--- src/rtl/irqc_pkg.sv ---
package irqc_pkg;

  localparam int unsigned PRIO_W = 8;
  localparam int unsigned ID_W   = 10;
  localparam int unsigned ADDR_W = 13;
  localparam int unsigned DATA_W = 32;

  localparam logic [ID_W-1:0] SPURIOUS_ID = 10'd1023;

  localparam logic [ADDR_W-1:0] OFF_CTRL  = 13'h0000;
  localparam logic [ADDR_W-1:0] OFF_MASK  = 13'h0004;
  localparam logic [ADDR_W-1:0] OFF_ACK   = 13'h000C;
  localparam logic [ADDR_W-1:0] OFF_EOI   = 13'h0010;
  localparam logic [ADDR_W-1:0] OFF_DEACT = 13'h1000;

  localparam int unsigned CTRL_EN_BIT    = 0;
  localparam int unsigned CTRL_SPLIT_BIT = 9;

  // Running priority when no handler is in service: above every 8-bit value.
  localparam logic [PRIO_W:0] RUN_IDLE = 9'h100;

  typedef enum logic [2:0] {
    SEL_NONE,
    SEL_CTRL,
    SEL_MASK,
    SEL_ACK,
    SEL_EOI,
    SEL_DEACT
  } reg_sel_e;

  function automatic reg_sel_e decode_offset(input logic [ADDR_W-1:0] a);
    reg_sel_e s;
    case (a)
      OFF_CTRL:  s = SEL_CTRL;
      OFF_MASK:  s = SEL_MASK;
      OFF_ACK:   s = SEL_ACK;
      OFF_EOI:   s = SEL_EOI;
      OFF_DEACT: s = SEL_DEACT;
      default:   s = SEL_NONE;
    endcase
    return s;
  endfunction

  // A candidate is forwarded only when strictly more urgent than both limits.
  function automatic logic prio_beats(input logic [PRIO_W-1:0] cand,
                                      input logic [PRIO_W-1:0] mask,
                                      input logic [PRIO_W:0]   running);
    return (cand < mask) && ({1'b0, cand} < running);
  endfunction

  function automatic logic [DATA_W-1:0] ctrl_word(input logic en, input logic split);
    logic [DATA_W-1:0] w;
    w = '0;
    w[CTRL_EN_BIT]    = en;
    w[CTRL_SPLIT_BIT] = split;
    return w;
  endfunction

endpackage

--- src/rtl/irqc_state_bank.sv ---
module irqc_state_bank
  import irqc_pkg::*;
#(
  parameter int unsigned NUM_IRQ = 32,
  localparam int unsigned IDX_W  = $clog2(NUM_IRQ)
) (
  input  logic               clk,
  input  logic               rst_n,
  input  logic [NUM_IRQ-1:0] pend_set,
  input  logic               take,
  input  logic [IDX_W-1:0]   take_idx,
  input  logic               retire,
  input  logic [ID_W-1:0]    retire_id,
  output logic [NUM_IRQ-1:0] pending,
  output logic [NUM_IRQ-1:0] active
);

  for (genvar g = 0; g < NUM_IRQ; g++) begin : g_line
    logic take_hit;
    logic retire_hit;

    assign take_hit   = take && (take_idx == IDX_W'(g));
    assign retire_hit = retire && (retire_id == ID_W'(g));

    always_ff @(posedge clk) begin
      if (!rst_n) begin
        pending[g] <= 1'b0;
      end else if (pend_set[g]) begin
        pending[g] <= 1'b1;
      end else if (take_hit) begin
        pending[g] <= 1'b0;
      end
    end

    always_ff @(posedge clk) begin
      if (!rst_n) begin
        active[g] <= 1'b0;
      end else if (take_hit) begin
        active[g] <= 1'b1;
      end else if (retire_hit) begin
        active[g] <= 1'b0;
      end
    end
  end

endmodule

--- src/rtl/irqc_arbiter.sv ---
module irqc_arbiter
  import irqc_pkg::*;
#(
  parameter int unsigned NUM_IRQ = 32,
  localparam int unsigned IDX_W  = $clog2(NUM_IRQ)
) (
  input  logic [NUM_IRQ-1:0]        pending,
  input  logic [NUM_IRQ-1:0]        active,
  input  logic [NUM_IRQ*PRIO_W-1:0] prio_flat,
  output logic                      win_valid,
  output logic [IDX_W-1:0]          win_idx,
  output logic [PRIO_W-1:0]         win_prio
);

  logic [NUM_IRQ-1:0] eligible;

  assign eligible = pending & ~active;

  // Ascending scan with strict compare keeps the lower ID on a tie.
  always_comb begin
    logic [PRIO_W-1:0] p;
    win_valid = 1'b0;
    win_idx   = '0;
    win_prio  = '1;
    for (int i = 0; i < NUM_IRQ; i++) begin
      p = prio_flat[i*PRIO_W +: PRIO_W];
      if (eligible[i] && (!win_valid || (p < win_prio))) begin
        win_valid = 1'b1;
        win_idx   = IDX_W'(i);
        win_prio  = p;
      end
    end
  end

endmodule

--- src/rtl/irqc_prio_stack.sv ---
module irqc_prio_stack
  import irqc_pkg::*;
#(
  parameter int unsigned DEPTH = 4,
  localparam int unsigned CNT_W = $clog2(DEPTH + 1)
) (
  input  logic              clk,
  input  logic              rst_n,
  input  logic              push,
  input  logic [PRIO_W-1:0] push_prio,
  input  logic              pop,
  output logic [PRIO_W:0]   top,
  output logic              full,
  output logic              empty
);

  logic [PRIO_W-1:0] slot [DEPTH];
  logic [CNT_W-1:0]  count;

  assign full  = (count == CNT_W'(DEPTH));
  assign empty = (count == '0);

  always_ff @(posedge clk) begin
    if (!rst_n) begin
      count <= '0;
    end else if (push && !full) begin
      count <= count + CNT_W'(1);
    end else if (pop && !empty) begin
      count <= count - CNT_W'(1);
    end
  end

  always_ff @(posedge clk) begin
    if (!rst_n) begin
      for (int k = 0; k < DEPTH; k++) slot[k] <= '0;
    end else if (push && !full) begin
      for (int k = 0; k < DEPTH; k++) begin
        if (count == CNT_W'(k)) slot[k] <= push_prio;
      end
    end
  end

  always_comb begin
    top = RUN_IDLE;
    for (int k = 0; k < DEPTH; k++) begin
      if (count == CNT_W'(k + 1)) top = {1'b0, slot[k]};
    end
  end

endmodule

--- src/rtl/irq_cpu_port.sv ---
module irq_cpu_port
  import irqc_pkg::*;
#(
  parameter int unsigned NUM_IRQ     = 32,
  parameter int unsigned STACK_DEPTH = 4,
  localparam int unsigned IDX_W      = $clog2(NUM_IRQ)
) (
  input  logic                      clk,
  input  logic                      rst_n,
  input  logic [NUM_IRQ-1:0]        pend_set,
  input  logic [NUM_IRQ*PRIO_W-1:0] irq_prio,
  input  logic                      wr_en,
  input  logic                      rd_en,
  input  logic [ADDR_W-1:0]         addr,
  input  logic [DATA_W-1:0]         wdata,
  output logic [DATA_W-1:0]         rdata,
  output logic                      rvalid,
  output logic                      irq
);

  reg_sel_e sel;
  logic ctrl_en, split_mode;
  logic [PRIO_W-1:0] mask_q;

  // Named internal events, also used by the bound checker.
  logic ack_rd, ack_ok, eoi_wr, eoi_pop, deact_wr, retire, qualify;
  logic [ID_W-1:0] wr_id;

  logic [NUM_IRQ-1:0] pending_vec, active_vec;
  logic win_valid;
  logic [IDX_W-1:0] win_idx;
  logic [PRIO_W-1:0] win_prio;
  logic [PRIO_W:0] run_prio;
  logic stack_full, stack_empty;
  logic unused_wdata_hi;

  assign sel             = decode_offset(addr);
  assign wr_id           = wdata[ID_W-1:0];
  assign unused_wdata_hi = ^wdata[DATA_W-1:ID_W];

  assign qualify  = ctrl_en && win_valid && !stack_full && prio_beats(win_prio, mask_q, run_prio);
  assign irq      = qualify;
  assign ack_rd   = rd_en && (sel == SEL_ACK);
  assign ack_ok   = ack_rd && qualify;
  assign eoi_wr   = wr_en && (sel == SEL_EOI);
  assign eoi_pop  = eoi_wr && !stack_empty;
  assign deact_wr = wr_en && (sel == SEL_DEACT);
  assign retire   = deact_wr || (eoi_pop && !split_mode);

  always_ff @(posedge clk) begin
    if (!rst_n) begin
      ctrl_en    <= 1'b0;
      split_mode <= 1'b0;
      mask_q     <= '0;
    end else if (wr_en) begin
      if (sel == SEL_CTRL) begin
        ctrl_en    <= wdata[CTRL_EN_BIT];
        split_mode <= wdata[CTRL_SPLIT_BIT];
      end
      if (sel == SEL_MASK) mask_q <= wdata[PRIO_W-1:0];
    end
  end

  always_ff @(posedge clk) begin
    if (!rst_n) begin
      rdata  <= '0;
      rvalid <= 1'b0;
    end else begin
      rvalid <= rd_en;
      if (rd_en) begin
        case (sel)
          SEL_CTRL: rdata <= ctrl_word(ctrl_en, split_mode);
          SEL_MASK: rdata <= DATA_W'(mask_q);
          SEL_ACK:  rdata <= ack_ok ? DATA_W'(win_idx) : DATA_W'(SPURIOUS_ID);
          default:  rdata <= '0;
        endcase
      end
    end
  end

  irqc_state_bank #(.NUM_IRQ(NUM_IRQ)) u_bank (
    .clk       (clk),
    .rst_n     (rst_n),
    .pend_set  (pend_set),
    .take      (ack_ok),
    .take_idx  (win_idx),
    .retire    (retire),
    .retire_id (wr_id),
    .pending   (pending_vec),
    .active    (active_vec)
  );

  irqc_arbiter #(.NUM_IRQ(NUM_IRQ)) u_arb (
    .pending   (pending_vec),
    .active    (active_vec),
    .prio_flat (irq_prio),
    .win_valid (win_valid),
    .win_idx   (win_idx),
    .win_prio  (win_prio)
  );

  irqc_prio_stack #(.DEPTH(STACK_DEPTH)) u_stack (
    .clk       (clk),
    .rst_n     (rst_n),
    .push      (ack_ok),
    .push_prio (win_prio),
    .pop       (eoi_pop),
    .top       (run_prio),
    .full      (stack_full),
    .empty     (stack_empty)
  );

endmodule

--- config.mk ---
export PLATFORM = sky130hd
export DESIGN_NAME = irq_cpu_port
export DESIGN_NICKNAME = d
export VERILOG_FILES = /design/src/rtl/irqc_pkg.sv /design/src/rtl/irqc_state_bank.sv /design/src/rtl/irqc_arbiter.sv /design/src/rtl/irqc_prio_stack.sv /design/src/rtl/irq_cpu_port.sv
export SDC_FILE = /design/constraint.sdc
export NUM_CORES = 1
export LEC_CHECK = 0
export BUFFER_PORTS_ARGS = -buffer_cell sky130_fd_sc_hd__buf_2
export CAP_MARGIN = 15
export CORE_AREA = 2 2 189 191
export DETAILED_ROUTE_END_ITERATION = 6
export DIE_AREA = 0 0 191 193
export PLACE_DENSITY = 0.79
export SETUP_SLACK_MARGIN = 0.1
export SLEW_MARGIN = 20
export SYNTH_ARGS = -nofsm -noshare
export SYNTH_HDL_FRONTEND = slang
export SYNTH_SLANG_ARGS = --single-unit
--- constraint.sdc ---
create_clock -name clk -period 61.8 [get_ports clk]
set_input_delay 3.09 -clock clk [delete_from_list [all_inputs] [get_ports clk]]
set_output_delay 3.09 -clock clk [all_outputs]
set_load 0.05 [all_outputs]
==> impl_metrics.ini <==
[outcome]
outcome = complete, but fails checks
violations = DRC, setup timing

[worst_setup_path]
cp_common_cell = a21oi_2
cp.required_ns = 58.71
critical_path_class = in2out
path_delay_family = compound AO/OA/AOI/OAI gates
ff2ff_path_depth = 330
cp.depth = 328
end_kind = primary output
path_buf_inv = 46
cp.arrival_ns = 59.33
cp_max_fo = 8
max_stage_delay_ns = 0.51
crit_slowest_cell = o41a_4
start_kind = input pin

[cells_and_area]
drive_above_1_share_pct = 39.4
post-route-util_pct = 73.8
fin_nets = 3618
area_growth_pct = 43.5
finalNonFillerCells = 3605
fillerInstances = 2445

[floorplanning]
die_y_um = 193
die-area_um2 = 36900
core.rowCount = 69
io_pins = 371
dieWidth_um = 191
start_util_pct = 51.4
core_region_area_um2 = 35000

[cts]
clockBufferDepth = 2
hold_buffers = 0
clock_latency_ns = 0.43
cts_tree = built
cts-root-buf = clkbuf_16
clock-sinks = 120
htree_levels = 4
clk_pin_slew_ns = 0.05
numCtsBuffers = 17

[grt]
grt_pass1_vias = 20321
grt_usage_pct = 32.4
grt_max_degree = 74
grt_pass1_wl_mm = 98.7
antenna_found_initial = 27
grt-ovfl-total = 0

[min_path]
hold_depth = 2
hold_class = reg2reg

[timing]
rsz0062_at_grt = yes
hold_viol = 0
slew_headroom_pct = 38.1
finClkSkew_ns = 0.00830
max_freq_ghz = 0.0160
period_minus_slack_ns = 62.42
fin_ws_ns = -0.624
tightest_slew_ns = 0.914
fin_crit_sh_pct = 101
setup_violations = 1
maxSlewViolCount = 0

[synth]
synth_cells = 2494
synth_area_per_cell_um2 = 7.21
syn_area_um2 = 18000
yosys_most_used_dff = dfxtp_1
synth_cell_type_count = 117
ys_seq_area_share_pct = 15.1
ys_warn_count = 0
synth_edf_count = 32
synth-seq-cells = 120
yosys.area.top_type = ha_1
ys_async_sr_fraction_pct = 0
yosysTopAreaCellShare_pct = 12.3
synth.top_cells.by_area = ha_1 12%, dfxtp_1 9.8%, o21ai_0 5.9%

[placed_design]
gp_congestion = 0.952
dpl.hpwl_mm = 50.4
placedCellCount = 3385
io_buffer_count = 326

[drt]
drt_iter0_drc = 2320
antenna_left = 0
routed_wl_mm = 73.4
viasPerCell = 6.34
vias = 22844
post-route-drc-count = 9
firstDrtPassIters = 7
wire_per_inst_um = 20.4

[flow_run]
cap_violations = 0
==> cells in the final DEF, fill, tap and decap left out, types with 34 or more instances in the layout <==
| cell | count |
|---|---|
| o21ai_2 | 35 |
| nor2b_1 | 50 |
| a21oi_2 | 63 |
| a21oi_1 | 120 |
| dfxtp_1 | 88 |
| o21ai_1 | 38 |
| nand2b_1 | 44 |
| nor2_1 | 202 |
| and2_1 | 34 |
| nand4_1 | 38 |
| nand3_1 | 43 |
| nor3_1 | 46 |
| inv_2 | 42 |
| a31oi_1 | 34 |
| o21ai_0 | 148 |
| ha_1 | 106 |
| inv_1 | 181 |
| mux2i_1 | 60 |
| ha_4 | 69 |
| nand2_1 | 198 |
| buf_4 | 312 |
| buf_2 | 325 |
| a21o_1 | 62 |
==> cells in the mapped netlist (27+ instances only) <==
master    instances
nand4_1          38
nor2b_1          53
nand3_1          46
a31oi_1          36
ha_1            177
buf_4            30
clkbuf_1         55
nor2_1          247
dfxtp_1          88
mux2_2           41
nand2_1         226
nand2b_1         44
o21ai_0         213
and2_1           42
inv_1           229
o211ai_1         29
nor3_1           50
mux2i_1          77
a211oi_1         27
edfxtp_1         32
a21oi_1         191
a21o_1           64
==> sequential cells by signal (all words and copies together), names as in the netlist <==
signal	flops
u_stack.count	3
ctrl_en	1
u_bank.pending	32
split_mode	1
mask_q	8
u_stack.slot	32
u_bank.active	32
rvalid	1
rdata	10
==> layout make-up <==
cell class / instances / area, um2 / share of cell area, %
clock inverter: 9 / 111 / 0.432
inverter: 231 / 888 / 3.44
sequential: 120 / 2720 / 10.6
tap: 461 / 577 / 2.24
antenna: 28 / 70.1 / 0.272
timing repair buffer: 672 / 4400 / 17.0
multi-input combinational: 2062 / 16500 / 64.1
clock buffer: 22 / 507 / 1.96
==> logic make-up after synthesis <==
| family | count (synthesis) | synth area share [%] |
|---|---|---|
| DFF | 120 | 15.1 |
| AOI/OAI and AO/OA | 842 | 32.0 |
| and+or+nand+nor | 847 | 22.7 |
| other | 1 | 0.0209 |
| buffers and inverters | 340 | 7.98 |
| muxes | 131 | 7.97 |
| adders and majority gates | 186 | 12.8 |
| xor gates and xnor gates | 27 | 1.32 |
==> metrics by stage <==
stage | area [um2] | TNS, ns | setup slack [ns] | hold slack (ns)
final | 25800 | -0.624 | -0.624 | 0.463
after global routing | 25800 | -204.86 | -3.57 | 0.499
after CTS | 22500 | 0 | 0.126 | 0.459
after detailed placement | 21500 | -1.30 | -1.30 | 0.452
after global placement | 21500 | 0 | 0.0546 | 0.443
after floorplan | 18600 | 0 | 0.125 | 0.432
==> repair_timing <==
action,4_1_cts,5_1_grt
setup buffers,24,128
endpoints found under the setup margin,1,142
gates cloned,3,6
gates resized for setup,48,479
pin swaps,21,257
==> worst reg2reg max path: cells and delay by family, from the launching register on <==
| kind | cells | cell delay (ns) |
|---|---|---|
| buffers and inverters | 44 | 4.97 |
| AND/OR/NAND/NOR | 97 | 15.14 |
| multiplexers | 15 | 3.59 |
| flip-flops | 1 | 0.43 |
| adder cells (fa/ha/maj) | 32 | 7.92 |
| AO/OA/AOI/OAI | 142 | 26.90 |
==> path summary, 6_finish.rpt <==
check	to	slack (ns)	start
setup / recovery	irq	-0.62	irq_prio[7]
setup reg to reg	u_bank.pending[20]	2.80	u_bank.active[0]
hold / removal	ctrl_en	0.46	ctrl_en
hold reg to reg	ctrl_en	0.46	ctrl_en
==> routing by layer <==
layer | vias up | wire length (um) | GRT usage [%]
li1 | 10394 | - | -
met1 | 10588 | 27700 | 40.6
met2 | 1454 | 34800 | 56.2
met3 | 400 | 6630 | 4.74
met4 | 8 | 4210 | 12.4
met5 | - | 42 | 0
Power is left out: the tool's default activity adds up to more than one toggle a clock period on the data nets, which glitch-free logic cannot reach.
